[src/rtl/fsup_pkg.sv]
`timescale 1ns/1ps
package fsup_pkg;
  typedef struct packed {
    logic oc_latched;
    logic ot_latched;
    logic uv_active;
  } fsup_status_t;
endpackage

[src/rtl/fsup_sync.sv]
`timescale 1ns/1ps
module fsup_sync #(
  parameter int WIDTH  = 1,
  parameter int STAGES = 2
) (
  input  logic             clk,
  input  logic             rst_n,
  input  logic [WIDTH-1:0] async_i,
  output logic [WIDTH-1:0] sync_o
);
  logic [WIDTH-1:0] stage_q [STAGES];

  always_ff @(posedge clk or negedge rst_n) begin
    if (!rst_n) begin
      for (int i = 0; i < STAGES; i++) stage_q[i] <= '0;
    end else begin
      stage_q[0] <= async_i;
      for (int i = 1; i < STAGES; i++) stage_q[i] <= stage_q[i-1];
    end
  end

  assign sync_o = stage_q[STAGES-1];
endmodule

[src/rtl/fsup_oc_filter.sv]
`timescale 1ns/1ps
module fsup_oc_filter #(
  parameter int NUM_BRIDGES   = 4,
  parameter int FILTER_CYCLES = 16
) (
  input  logic                   clk,
  input  logic                   rst_n,
  input  logic [NUM_BRIDGES-1:0] limit_s_i,
  output logic                   oc_latched_o
);
  localparam int CNT_W = $clog2(FILTER_CYCLES + 1);
  localparam logic [CNT_W-1:0] LAST = CNT_W'(FILTER_CYCLES - 1);

  logic             any_limit;
  logic [CNT_W-1:0] run_q;
  logic             latched_q;

  assign any_limit = |limit_s_i;

  always_ff @(posedge clk or negedge rst_n) begin
    if (!rst_n) begin
      run_q     <= '0;
      latched_q <= 1'b0;
    end else begin
      if (!any_limit)       run_q <= '0;
      else if (run_q != LAST) run_q <= run_q + 1'b1;
      if (any_limit && run_q == LAST) latched_q <= 1'b1;
    end
  end

  assign oc_latched_o = latched_q;

  assert_oc_sticky_R4: assert property (@(posedge clk) disable iff (!rst_n)
    latched_q |=> latched_q);
  assert_oc_full_run_R2: assert property (@(posedge clk) disable iff (!rst_n)
    $rose(latched_q) |-> ($past(run_q) == LAST && $past(any_limit)));
  assert_run_restart_R3: assert property (@(posedge clk) disable iff (!rst_n)
    !any_limit |=> run_q == '0);
endmodule

[src/rtl/fsup_sticky.sv]
`timescale 1ns/1ps
module fsup_sticky (
  input  logic clk,
  input  logic rst_n,
  input  logic set_i,
  output logic flag_o
);
  logic flag_q;

  always_ff @(posedge clk or negedge rst_n) begin
    if (!rst_n)     flag_q <= 1'b0;
    else if (set_i) flag_q <= 1'b1;
  end

  assign flag_o = flag_q;

  assert_ot_sticky_R5: assert property (@(posedge clk) disable iff (!rst_n)
    flag_q |=> flag_q);
  assert_ot_set_R5: assert property (@(posedge clk) disable iff (!rst_n)
    set_i |=> flag_q);
endmodule

[src/rtl/drv_fault_supervisor.sv]
`timescale 1ns/1ps
module drv_fault_supervisor
  import fsup_pkg::*;
#(
  parameter int NUM_BRIDGES      = 4,
  parameter int OC_FILTER_CYCLES = 16,
  parameter int SYNC_STAGES      = 2
) (
  input  logic                   clk,
  input  logic                   por_n,
  input  logic [NUM_BRIDGES-1:0] oc_flag_i,
  input  logic                   ot_flag_i,
  input  logic                   uv_flag_i,
  output logic                   drv_disable_o,
  output logic                   ctrl_reset_o,
  output logic                   status_oc_latched_o,
  output logic                   status_ot_latched_o,
  output logic                   status_uv_active_o
);
  localparam int SYNC_W = NUM_BRIDGES + 2;

  logic [SYNC_W-1:0]      raw_flags;
  logic [SYNC_W-1:0]      sync_flags;
  logic [NUM_BRIDGES-1:0] limit_s;
  logic                   ot_s;
  logic                   uv_s;
  logic                   ctrl_rst_q;
  fsup_status_t           stat;

  assign raw_flags = {uv_flag_i, ot_flag_i, oc_flag_i};

  fsup_sync #(.WIDTH(SYNC_W), .STAGES(SYNC_STAGES)) u_sync (
    .clk     (clk),
    .rst_n   (por_n),
    .async_i (raw_flags),
    .sync_o  (sync_flags)
  );

  assign limit_s = sync_flags[NUM_BRIDGES-1:0];
  assign ot_s    = sync_flags[NUM_BRIDGES];
  assign uv_s    = sync_flags[NUM_BRIDGES+1];

  fsup_oc_filter #(.NUM_BRIDGES(NUM_BRIDGES), .FILTER_CYCLES(OC_FILTER_CYCLES)) u_oc (
    .clk          (clk),
    .rst_n        (por_n),
    .limit_s_i    (limit_s),
    .oc_latched_o (stat.oc_latched)
  );

  fsup_sticky u_ot (
    .clk    (clk),
    .rst_n  (por_n),
    .set_i  (ot_s),
    .flag_o (stat.ot_latched)
  );

  assign stat.uv_active = uv_s;

  // Control reset is held through power-on reset and trails undervoltage by one clock.
  always_ff @(posedge clk or negedge por_n) begin
    if (!por_n) ctrl_rst_q <= 1'b1;
    else        ctrl_rst_q <= uv_s;
  end

  assign ctrl_reset_o        = ctrl_rst_q;
  assign drv_disable_o       = stat.oc_latched | stat.ot_latched | stat.uv_active | ctrl_rst_q;
  assign status_oc_latched_o = stat.oc_latched;
  assign status_ot_latched_o = stat.ot_latched;
  assign status_uv_active_o  = stat.uv_active;

  assert_uv_sync_delay_R1: assert property (@(posedge clk) disable iff (!por_n)
    $rose(status_uv_active_o) |-> $past(uv_flag_i, 2));
  assert_uv_resets_ctrl_R7: assert property (@(posedge clk) disable iff (!por_n)
    status_uv_active_o |=> ctrl_reset_o);
  assert_fault_disables_R8: assert property (@(posedge clk) disable iff (!por_n)
    (status_oc_latched_o || status_ot_latched_o || status_uv_active_o || ctrl_reset_o)
      |-> drv_disable_o);
  assert_ctrl_release_R7: assert property (@(posedge clk) disable iff (!por_n)
    $fell(ctrl_reset_o) |-> $past(!status_uv_active_o));
endmodule

[config.mk]
export PLATFORM = sky130hd
export DESIGN_NAME = drv_fault_supervisor
export DESIGN_NICKNAME = d
export VERILOG_FILES = /design/src/rtl/fsup_pkg.sv /design/src/rtl/fsup_sync.sv /design/src/rtl/fsup_oc_filter.sv /design/src/rtl/fsup_sticky.sv /design/src/rtl/drv_fault_supervisor.sv
export SDC_FILE = /design/constraint.sdc
export NUM_CORES = 1
export LEC_CHECK = 0
export ABC_AREA = 1
export BUFFER_PORTS_ARGS = -buffer_cell sky130_fd_sc_hd__clkbuf_2
export CAP_MARGIN = 20
export CORE_MARGIN = 2
export CORE_UTILIZATION = 51
export DETAILED_ROUTE_END_ITERATION = 10
export HOLD_SLACK_MARGIN = 0.12
export PLACE_DENSITY_LB_ADDON = 0.3
export SLEW_MARGIN = 0
export SYNTH_ARGS = -nofsm -noshare
export SYNTH_HDL_FRONTEND = slang
export SYNTH_HIERARCHICAL = 1
export SYNTH_SLANG_ARGS = --single-unit
[constraint.sdc]
create_clock -name clk -period 2.1 [get_ports clk]
set_input_delay 0.105 -clock clk [delete_from_list [all_inputs] [get_ports clk]]
set_output_delay 0.105 -clock clk [all_outputs]
set_load 0.05 [all_outputs]
* After elaboration in Yosys (flattened, before gate mapping) *
Cells that the tools add are included.

word-level totals
  register bits after elaboration = 20
  bits of input ports = 8
  output and inout bits = 5
  word-level logic and storage cells = 17

cells by class
  $add $sub $neg = 1
  equality and inequality tests = 3
  mux-type cells = 2
  bitwise gates (word level) = 3
  reductions and logical operators = 2

operators with widths
  kind                                                             number
  5-bit 2-to-1 mux                                                 2
  5-bit by 1-bit adder with 5-bit output, second input constant    1
  5-bit by 4-bit == test with 1-bit output, second input constant  1
  5-bit by 4-bit != test with 1-bit output, second input constant  1
  4-bit OR reduction                                               1
  1-bit OR                                                         3
  2-bit != test, second input constant                             1
  1-bit logical AND                                                1

* Longest topological paths before layout *
Gate-level depths: netlist (run 1).

  word-level depth = 3
  mapped depth = 8
  mapped depth without buffers = 8

* Cells and area by module *
The synthesis (run 1) kept the hierarchy.

modules (own cells, without submodules)
  module                times used  cells an instance  area an instance (um^2)
  fsup_sync             1           18                 345.3
  fsup_oc_filter        1           38                 305.3
  drv_fault_supervisor  1           4                  37.5
  fsup_sticky           1           4                  36.3

* Least setup slack after synthesis (run 1) *
OpenSTA, ideal clock, no wires.

  path type = flip-flop to flip-flop
  start point = reg u_oc.run_q[0]
  end point = reg u_oc.run_q[3]
  arrival = 1.318 ns
  required time = 1.981 ns
  slack = 0.663 ns
  stages on the path, launching flop included = 8
  path buffers = 0
  period minus slack after synthesis = 1.437 ns
  cells stage by stage = dfrtp_1 ha_1 and3_1 ha_1 nor2_1 nand3_1 nand2_1 nor2_1

between the ends
  word-level cells in the longest chain between the ends = 3
  elaborated cells between the ends (all ways) = 5

ends and longest elaborated chain
  element                                 line                  RTL
  start, declared                         fsup_oc_filter.sv:15  logic [CNT_W-1:0] run_q;
  start signal, assigned                  fsup_oc_filter.sv:26  else if (run_q != LAST) run_q <= run_q + 1'b1;
  5-bit by 1-bit adder with 5-bit output  fsup_oc_filter.sv:26
  5-bit 2-to-1 mux                        fsup_oc_filter.sv:26
  5-bit 2-to-1 mux                        fsup_oc_filter.sv:25  if (!any_limit) run_q <= '0;

Parallel ways exist; a longest one is shown, timed or not. The select of a mux whose other input is x is not followed.
A chain may end at the register's enable or synchronous reset.

* Worst setup path after layout (run 1) *
Same ends and word-level chain as after synthesis.

==> results of run 1 <==
==> layout make-up <==
class                   instances  area (sq um)  share of cell area (%)
clock buffers                   4          26.3                    3.07
inverters                       8          30.0                    3.51
multi-input cells              30           148                    17.3
flip-flops and latches         20           502                    58.7
well taps                      15          18.8                    2.20
repair buffers                 19           130                    15.2
==> metrics by stage <==
stage	util [%]	cell area (sq um)	hold WS [ns]	worst slack, ns
final	64.9	855	0.284	0.543
after detailed placement	57.5	758	0.0835	0.562
after floorplan	-	724	-0.191	0.663
after CTS	64.9	855	0.301	0.536
after global placement	57.5	758	0.0750	0.601
after global routing	64.9	855	0.339	0.444
==> worst max-delay path: stages, from the launching register on <==
cell and delay [ns]:
dfrtp_1 0.41, ha_1 0.23, and3_1 0.18, ha_1 0.23
nor2_1 0.19, nand3_1 0.09, nand2_1 0.07, nor2_1 0.04
==> worst max path at each step <==
stage	end	cells after the start
3_3_place_gp	u_oc/run_q[3]$_DFFE_PN0P_	7
3_5_place_dp	u_oc/run_q[3]$_DFFE_PN0P_	7
5_1_grt	u_oc/run_q[3]$_DFFE_PN0P_	7
4_1_cts	u_oc/run_q[3]$_DFFE_PN0P_	7
6_report	u_oc/run_q[3]$_DFFE_PN0P_	7
2_1_floorplan	u_oc/run_q[3]$_DFFE_PN0P_	7
==> power groups by stage <==
stage	clock, uW	combinational (uW)	sequential, uW
CTS	184	245	505
floorplan	0	162	534
detailed placement	0	233	513
global placement	0	229	510
global route	195	284	513
finish	174	241	504
==> registers in the layout, summed over array words and instances, names as in the netlist <==
signal / flops
u_oc/oc_latched_o: 1
ctrl_reset_o: 1
u_oc/run_q: 5
u_sync/stage_q: 6
u_ot/flag_o: 1
u_sync/sync_o: 6
==> kinds of logic (layout without fill, tap and decap cells) <==
group | after synthesis | in the layout
buf+inv | 14 | 31
simple gates | 24 | 24
compound gates | 4 | 4
fa+ha+maj | 2 | 2
flops | 20 | 20
==> placed cells by master, fill, tap and decap left out <==
cell type / netlist / routed
nand2_1: 12 / 12
nor3b_1: 1 / 1
dfrtp_1: 19 / 19
o21ai_0: 1 / 1
a21oi_1: 2 / 2
inv_1: 8 / 8
ha_1: 2 / 2
dfstp_2: 1 / 1
clkbuf_1: 0 / 1
dlygate4sd3_1: 0 / 7
a21o_2: 1 / 1
clkbuf_2: 0 / 12
nand3_1: 2 / 2
and3_1: 1 / 1
clkbuf_4: 0 / 3
nor2_1: 8 / 8
==> per-layer routing <==
metal,global-route usage [%],wire (um),share of wire (%),vias up
met2,20.9,449,50,9
met5,0,0,0,-
met3,3.91,31,3.4,0
li1,-,-,-,223
met4,5.81,0,0,0
met1,15.7,421,47,213
==> flow_metrics.tcl, run 1 <==
set metrics [dict create \
    maxCapViolCount 0 \
    netlist_area_sq_um 724 \
    yosys.area_share.simple_pct 13.6 \
    slew_headroom_pct 69.4 \
    pwr-share-seq_pct 54.8 \
    start_util_pct 55.0 \
    grt_pass1_wl_um 1680 \
    fp.coreArea_sq_um 1320 \
    instances_no_fill 96 \
    route.detailed.drc 0 \
    n_antenna_cell 0 \
    period_share_pct 74.1 \
    cts_buffer_depth 2 \
    worst_ep_arrival_time_ns 1.74 \
    required_ns 2.28 \
    synth_area_per_cell_sq_um 11.3 \
    synth_top_flop_cell "dfrtp_1" \
    fill_cells 105 \
    synth_edf_count 0 \
    ff2ff_path_depth 7 \
    grt_max_degree 21 \
    hold_buffers 7 \
    synth_adder_area_share_pct 3.45 \
    cp-end-kind "flip-flop" \
    path_clk_slew_ns 0.10 \
    area_growth_pct 18.0 \
    finalSetupTns_ns 0 \
    antenna_found_initial 0 \
    cts_buffers 3 \
    criticalPathCategory "reg2reg" \
    synth_top_family_by_area "simple AND/OR/NAND/NOR gates" \
    overflow 0 \
    internal_power_uw 627 \
    period_needed_ns 1.56 \
    synth_compound_area_share_pct 3.28 \
    io_pins 13 \
    synth-xor-area-share_pct 0 \
    vias 445 \
    skew_ns 0.00786 \
    hpwl_um 635 \
    hold_viol 0 \
    comb_power_share_pct 26.2 \
    synthTopCellsByCount "dfrtp_1 (19), nand2_1 (12), inv_1 (8), nor2_1 (8), buf_4 (6)" \
    clock_latency_ns 0.29 \
    drv_slew 0 \
    total_power_uw 919 \
    firstDrtPassIters 3 \
    h-tree-depth 1 \
    root_buffer "clkbuf_4" \
    power.share.clock_pct 19.0 \
    fp.dieArea_sq_um 1740 \
    crit_path_start "u_oc/run_q[0]$_DFFE_PN0P_" \
    synth_top_area_share_pct 65.6 \
    synth.distinct_cells 13 \
    status "complete, no violations" \
    ant_nets 0 \
    ys_top_cells_by_area "dfrtp_1 (66%), buf_4 (6.2%), nand2_1 (6.2%)" \
    synthMuxAreaShare_pct 0 \
    drive_above_1_share_pct 21.0 \
    start_kind "flip-flop" \
    portBuffers 12 \
    die_h_um 41.7 \
    ys_seq_area_share_pct 69.3 \
    leakagePower_uw 0.000448 \
    clock.fmax_mhz 642 \
    rsz0062_at_grt "false" \
    grtUsageTotal_pct 12.9 \
    r2r_slack_ns 0.54 \
    routed_wl_um 902 \
    die_w_um 41.7 \
    async_flop_share_pct 100 \
    switching_share_pct 31.8 \
    drtIter0Drc 3 \
    nets 92 \
    ys_warn_count 6 \
    reg2reg_to "u_oc/run_q[3]$_DFFE_PN0P_" \
    powerDensity_nw_per_um2 1080 \
    ys_seq_elements 20 \
    setup_violations 0 \
    placed_cells 85 \
    peakVddDrop_mv 0.639 \
    first_global_vias 427 \
    detail_route.wl_per_cell_um 9.40 \
    cts_setup_buffers 0 \
    synthesis.nets 74 \
    power.switching_uw 292 \
    rows 13 \
    postSynthCellCount 64 \
    via_per_inst 4.64 \
    critPathMaxFanout 6 \
    numClockSinks 20 \
    cts_resized 0 \
    place_congestion 0.832 \
    worst_hold_path_type "in2async" \
    reg2reg_from "u_oc/run_q[0]$_DFFE_PN0P_" \
    post-synth-top-count-cell "dfrtp_1" \
    worst_slew_pin_slew_ns 0.459 \
    synth_top_area_cell "dfrtp_1" \
    cts_tree "built" \
]
Note: power is estimated with default switching activity, not from simulation.
==> inputs of run 2 (changes only) <==
--- a/config.mk
+++ b/config.mk
@@ -9,7 +9,7 @@
 export BUFFER_PORTS_ARGS = -buffer_cell sky130_fd_sc_hd__clkbuf_2
 export CAP_MARGIN = 20
 export CORE_MARGIN = 2
-export CORE_UTILIZATION = 51
+export CORE_UTILIZATION = 46
 export DETAILED_ROUTE_END_ITERATION = 10
 export HOLD_SLACK_MARGIN = 0.12
 export PLACE_DENSITY_LB_ADDON = 0.3
==> constraint.sdc (replaced) <==
create_clock -name clk -period 1.4 [get_ports clk]
set_input_delay 0.07 -clock clk [delete_from_list [all_inputs] [get_ports clk]]
set_output_delay 0.07 -clock clk [all_outputs]
set_load 0.05 [all_outputs]
==> run 2 against run 1 <==
  * Combinational power up 120%
  * Total power rose by 88%
  * First-iteration DRC count down 33%
==> flow_metrics.tcl, run 2 (same netlist as run 1, synthesis figures left out) <==
set metrics [dict create \
    clock.fmax_mhz 752 \
    route.detailed.drc 0 \
    leakagePower_uw 0.000478 \
    dp_slack_ns -0.0543 \
    cts_buffers 3 \
    die_w_um 43.7 \
    die_h_um 43.7 \
    final_cell_mix "dfrtp_1 (19), nand2_1 (12), clkbuf_2 (12)" \
    cp_top_family "simple AND/OR/NAND/NOR gates" \
    maxCapViolCount 0 \
    cts_tree "built" \
    powerDensity_nw_per_um2 1840 \
    layout_commonest_cell "dfrtp_1" \
    ant_nets 0 \
    area_growth_pct 29.7 \
    critPathBufInv 0 \
    via_per_inst 4.50 \
    drtIter0Drc 2 \
    skew_ns 0.00731 \
    status "complete, no violations" \
    numClockSinks 20 \
    peakVddDrop_mv 1.04 \
    slowest_delay_ns 0.40 \
    rsz0062_at_grt "false" \
    grt_pass1_wl_um 1820 \
    overflow 0 \
    portBuffers 12 \
    grtUsageTotal_pct 13.7 \
    root_buffer "clkbuf_4" \
    hold_viol 0 \
    place_congestion 0.809 \
    period_needed_ns 1.33 \
    slew_headroom_pct 68.8 \
    final_core_utilization_pct 63.1 \
    start_kind "flip-flop" \
    final_cell_area_sq_um 940 \
    setup_violations 0 \
    setup_slack_ns 0.0708 \
    drv_slew 0 \
    n_antenna_cell 0 \
    worst_hold_path_type "in2async" \
    worst_ep_arrival_time_ns 1.53 \
    hpwl_um 693 \
    cp_cell_sequence "ha_2 > and3_4 > ha_4 > nor2_4 > nand3_1 > nand2_1 > nor2_1" \
    first_global_vias 445 \
    worst_slew_pin_slew_ns 0.468 \
    firstDrtPassIters 2 \
    period_share_pct 94.9 \
    grt_max_degree 21 \
    antenna_found_initial 0 \
    nets 96 \
    fp.dieArea_sq_um 1910 \
    detail_route.wl_per_cell_um 9.90 \
    postPlaceCellArea_sq_um 787 \
    h-tree-depth 1 \
    io_pins 13 \
    drive_above_1_share_pct 31.8 \
    total_power_uw 1730 \
    routed_wl_um 1000 \
    rows 14 \
    clock_latency_ns 0.30 \
    criticalPathCategory "reg2reg" \
    slowest_stage "dfrtp_1" \
    fp.coreArea_sq_um 1490 \
    required_ns 1.60 \
    finalSetupTns_ns 0 \
    critPathMaxFanout 6 \
    vias 454 \
    start_util_pct 48.7 \
    path_clk_slew_ns 0.11 \
    cts_buffer_depth 2 \
    cp-end-kind "flip-flop" \
]
[run 2: cell types whose count changed in the layout (fill, tap and decap cells not counted), sizes merged]
| cell | previous run | this run |
|---|---|---|
| clkbuf | 16 | 15 |
| buf | 0 | 4 |
| bufinv | 0 | 1 |
[run 2: area by class of cell]
type | count | area, sq um
clock inverters | 1 | 30.0
clock buffers | 3 | 22.5
repair buffers | 23 | 160
fillers | 123 | 549
inverters | 8 | 30.0
flip-flops and latches | 20 | 502
multi-input cells | 30 | 175
well taps | 16 | 20.0
[run 2: final timing paths]
path	end	from	depth (start not counted)	slack, ns
hold / removal	u_oc/run_q[0]$_DFFE_PN0P_	por_n	2	0.24
setup reg to reg	u_oc/run_q[3]$_DFFE_PN0P_	u_oc/run_q[0]$_DFFE_PN0P_	7	0.07
setup / recovery	u_oc/run_q[3]$_DFFE_PN0P_	u_oc/run_q[0]$_DFFE_PN0P_	7	0.07
hold reg to reg	u_sync/sync_o[5]$_DFF_PN0_	u_sync/stage_q[11]$_DFF_PN0_	0	0.35
max in group asynchronous	ctrl_reset_o$_DFF_PN1_	por_n	2	0.82
min in group clk	u_sync/sync_o[5]$_DFF_PN0_	u_sync/stage_q[11]$_DFF_PN0_	0	0.35
[run 2: metal layers]
layer  vias to the layer above  global-route usage [%]  wire length, um
li1                        231                       -                -
met1                       210                    15.0              394
met2                        11                    23.8              536
met3                         2                    6.25               56
met4                         0                    3.64               13
met5                         -                       0                0
[run 2: what timing repair did]
action,CTS,global route
hold buffers,7,0
gates cloned,0,0
endpoints found under the setup margin,3,3
endpoints found under the hold margin,26,0
buffers inserted,0,1
pin swaps,0,1
gates resized for setup,4,1
[run 2: power by group]
| group | total, uW | switching, uW | internal, uW |
|---|---|---|---|
| Combinational | 523 | 272 | 251 |
| Sequential | 751 | 66.2 | 685 |
| Clock | 456 | 167 | 289 |
[run 2: worst register-to-register path, delay by kind of cell (launching register included)]
kind / cells / cell delay [ns]
flops: 1 / 0.40
fa+ha+maj: 2 / 0.37
simple gates: 5 / 0.46
[run 2: metrics by stage]
| step | hold slack (ns) | instances |
|---|---|---|
| floorplan | -0.226 | 64 |
| global placement | 0.0440 | 89 |
| detailed placement | 0.0446 | 89 |
| CTS | 0.241 | 100 |
| global route | 0.281 | 101 |
| finish | 0.240 | 101 |
==> inputs of run 3 (changes only) <==
--- a/config.mk
+++ b/config.mk
@@ -13,6 +13,7 @@
 export DETAILED_ROUTE_END_ITERATION = 10
 export HOLD_SLACK_MARGIN = 0.12
 export PLACE_DENSITY_LB_ADDON = 0.3
+export SETUP_SLACK_MARGIN = 0.4
 export SLEW_MARGIN = 0
 export SYNTH_ARGS = -nofsm -noshare
 export SYNTH_HDL_FRONTEND = slang
==> run 3 against run 2 <==
  * Sequential power rose by 2%
  * Critical endpoint is now u_oc/run_q[0]$_DFFE_PN0P_
  * First-iteration DRC count did not move
  * Via count rose by 2.4%
  * Sequential share of layout area fell by 3.5 points
==> flow_metrics.tcl, run 3 (same netlist as run 1, synthesis figures left out) <==
set metrics [dict create \
    status "complete, no violations" \
    period_needed_ns 1.35 \
    vias 465 \
    grt_util_met2_pct 24.7 \
    globalRoute.busiestLayer "met2" \
    worst_hold_path_type "in2async" \
    met3_usage_pct 4.58 \
    start_kind "flip-flop" \
    hpwl_um 666 \
    grt_pass1_wl_um 1860 \
    period_share_pct 96.6 \
    critPathMaxFanout 6 \
    powerDensity_nw_per_um2 1560 \
    drive_above_1_share_pct 36.5 \
    io_pins 13 \
    leakagePower_uw 0.000508 \
    die_h_um 43.7 \
    antenna_found_initial 0 \
    grtUsageTotal_pct 14.3 \
    firstDrtPassIters 2 \
    slowest_stage "dfrtp_1" \
    clock_latency_ns 0.29 \
    required_ns 1.60 \
    die_w_um 43.7 \
    drv_slew 0 \
    drtIter0Drc 2 \
    final_cell_mix "dfrtp_1 (17), nand2_1 (11), dlygate4sd3_1 (7), clkbuf_2 (7), inv_1 (7)" \
    clock.fmax_mhz 740 \
    instances_no_fill 101 \
    root_buffer "clkbuf_4" \
    cts_buffer_depth 2 \
    n_antenna_cell 0 \
    fp.coreArea_sq_um 1490 \
    slew_headroom_pct 69.2 \
    cp-end-kind "flip-flop" \
    portBuffers 12 \
    route.detailed.drc 0 \
    worst_ep_arrival_time_ns 1.55 \
    numClockSinks 20 \
    cts_buffers 3 \
    cts_tree "built" \
    setup_violations 0 \
    overflow 0 \
    maxCapViolCount 0 \
    place_congestion 0.790 \
    skew_ns 0.00537 \
    use_met1_pct 13.8 \
    h-tree-depth 1 \
    ant_nets 0 \
    layout_commonest_cell "dfrtp_1" \
    slowest_delay_ns 0.40 \
    criticalPathCategory "reg2reg" \
    peakVddDrop_mv 0.945 \
    routed_wl_um 1090 \
    detail_route.wl_per_cell_um 10.8 \
    hold_viol 0 \
    nets 96 \
    whs_ns 0.256 \
    first_global_vias 475 \
    area_growth_pct 39.4 \
    worst_slew_pin_slew_ns 0.461 \
    fp.dieArea_sq_um 1910 \
    placed_cells 86 \
    total_power_uw 1580 \
    via_per_inst 4.60 \
    cp_cell_sequence "ha_2 > and3_4 > ha_4 > inv_4 > nor2_1 > nor3b_1" \
    rsz0062_at_grt "true" \
    path_clk_slew_ns 0.10 \
    final_core_utilization_pct 67.8 \
    grt_max_degree 21 \
    rows 14 \
    start_util_pct 48.7 \
]
run 3: cell count changes in the layout (fill, tap and decap cells not counted), sizes merged:
cell,before,now
buf,4,6
bufinv,1,0
clkbuf,15,14
run 3: per-stage QoR:
stage	setup WS (ns)	area (sq um)	setup TNS (ns)
after floorplan	0.133	764	0
after global placement	0.0792	800	0
after detailed placement	0.0405	800	0
after CTS	0.0653	995	0
after global routing	-0.0183	1010	-0.0267
final	0.0478	1010	0
run 3: what timing repair did:
action,4_1_cts,5_1_grt
setup buffers,3,1
gates resized for setup,15,3
hold endpoints to repair,26,0
pin swaps,3,0
hold buffers,7,0
endpoints found under the setup margin,11,11
gates cloned,0,0
run 3: routing by layer:
metal  share of wire, %  wire, um
met2                 56       613
met4                3.3        36
met3                3.1        34
met1                 37       405
met5                  0         0
run 3: worst paths after layout:
path,depth (start not counted),from,slack [ns],endpoint
min reg2reg,0,u_sync/stage_q[8]$_DFF_PN0_,0.35,u_sync/sync_o[2]$_DFF_PN0_
max reg2reg,6,u_oc/run_q[1]$_DFFE_PN0P_,0.05,u_oc/run_q[0]$_DFFE_PN0P_
max in group asynchronous,2,por_n,0.80,ctrl_reset_o$_DFF_PN1_
max,6,u_oc/run_q[1]$_DFFE_PN0P_,0.05,u_oc/run_q[0]$_DFFE_PN0P_
min in group clk,0,u_sync/stage_q[8]$_DFF_PN0_,0.35,u_sync/sync_o[2]$_DFF_PN0_
min,2,por_n,0.26,u_sync/stage_q[6]$_DFF_PN0_
run 3: worst max-delay path, delay by kind of cell (launching register included):
kind / cells / cell delay [ns]
adder cells (fa/ha/maj): 2 / 0.38
buffers and inverters: 1 / 0.06
flip-flops: 1 / 0.40
AND/OR/NAND/NOR: 3 / 0.43
run 3: final cells by class:
class	count	area (sq um)
clock buffer	4	26.3
fill	101	479
inverter	8	32.5
multi-input combinational	30	198
sequential	20	504
tap	16	20.0
timing repair buffer	23	229
run 3: where the power goes:
group          switching (uW)  total, uW  internal [uW]
clock network             150        261            111
registers                78.1        766            688
logic                     279        549            270
total                     507       1580           1070
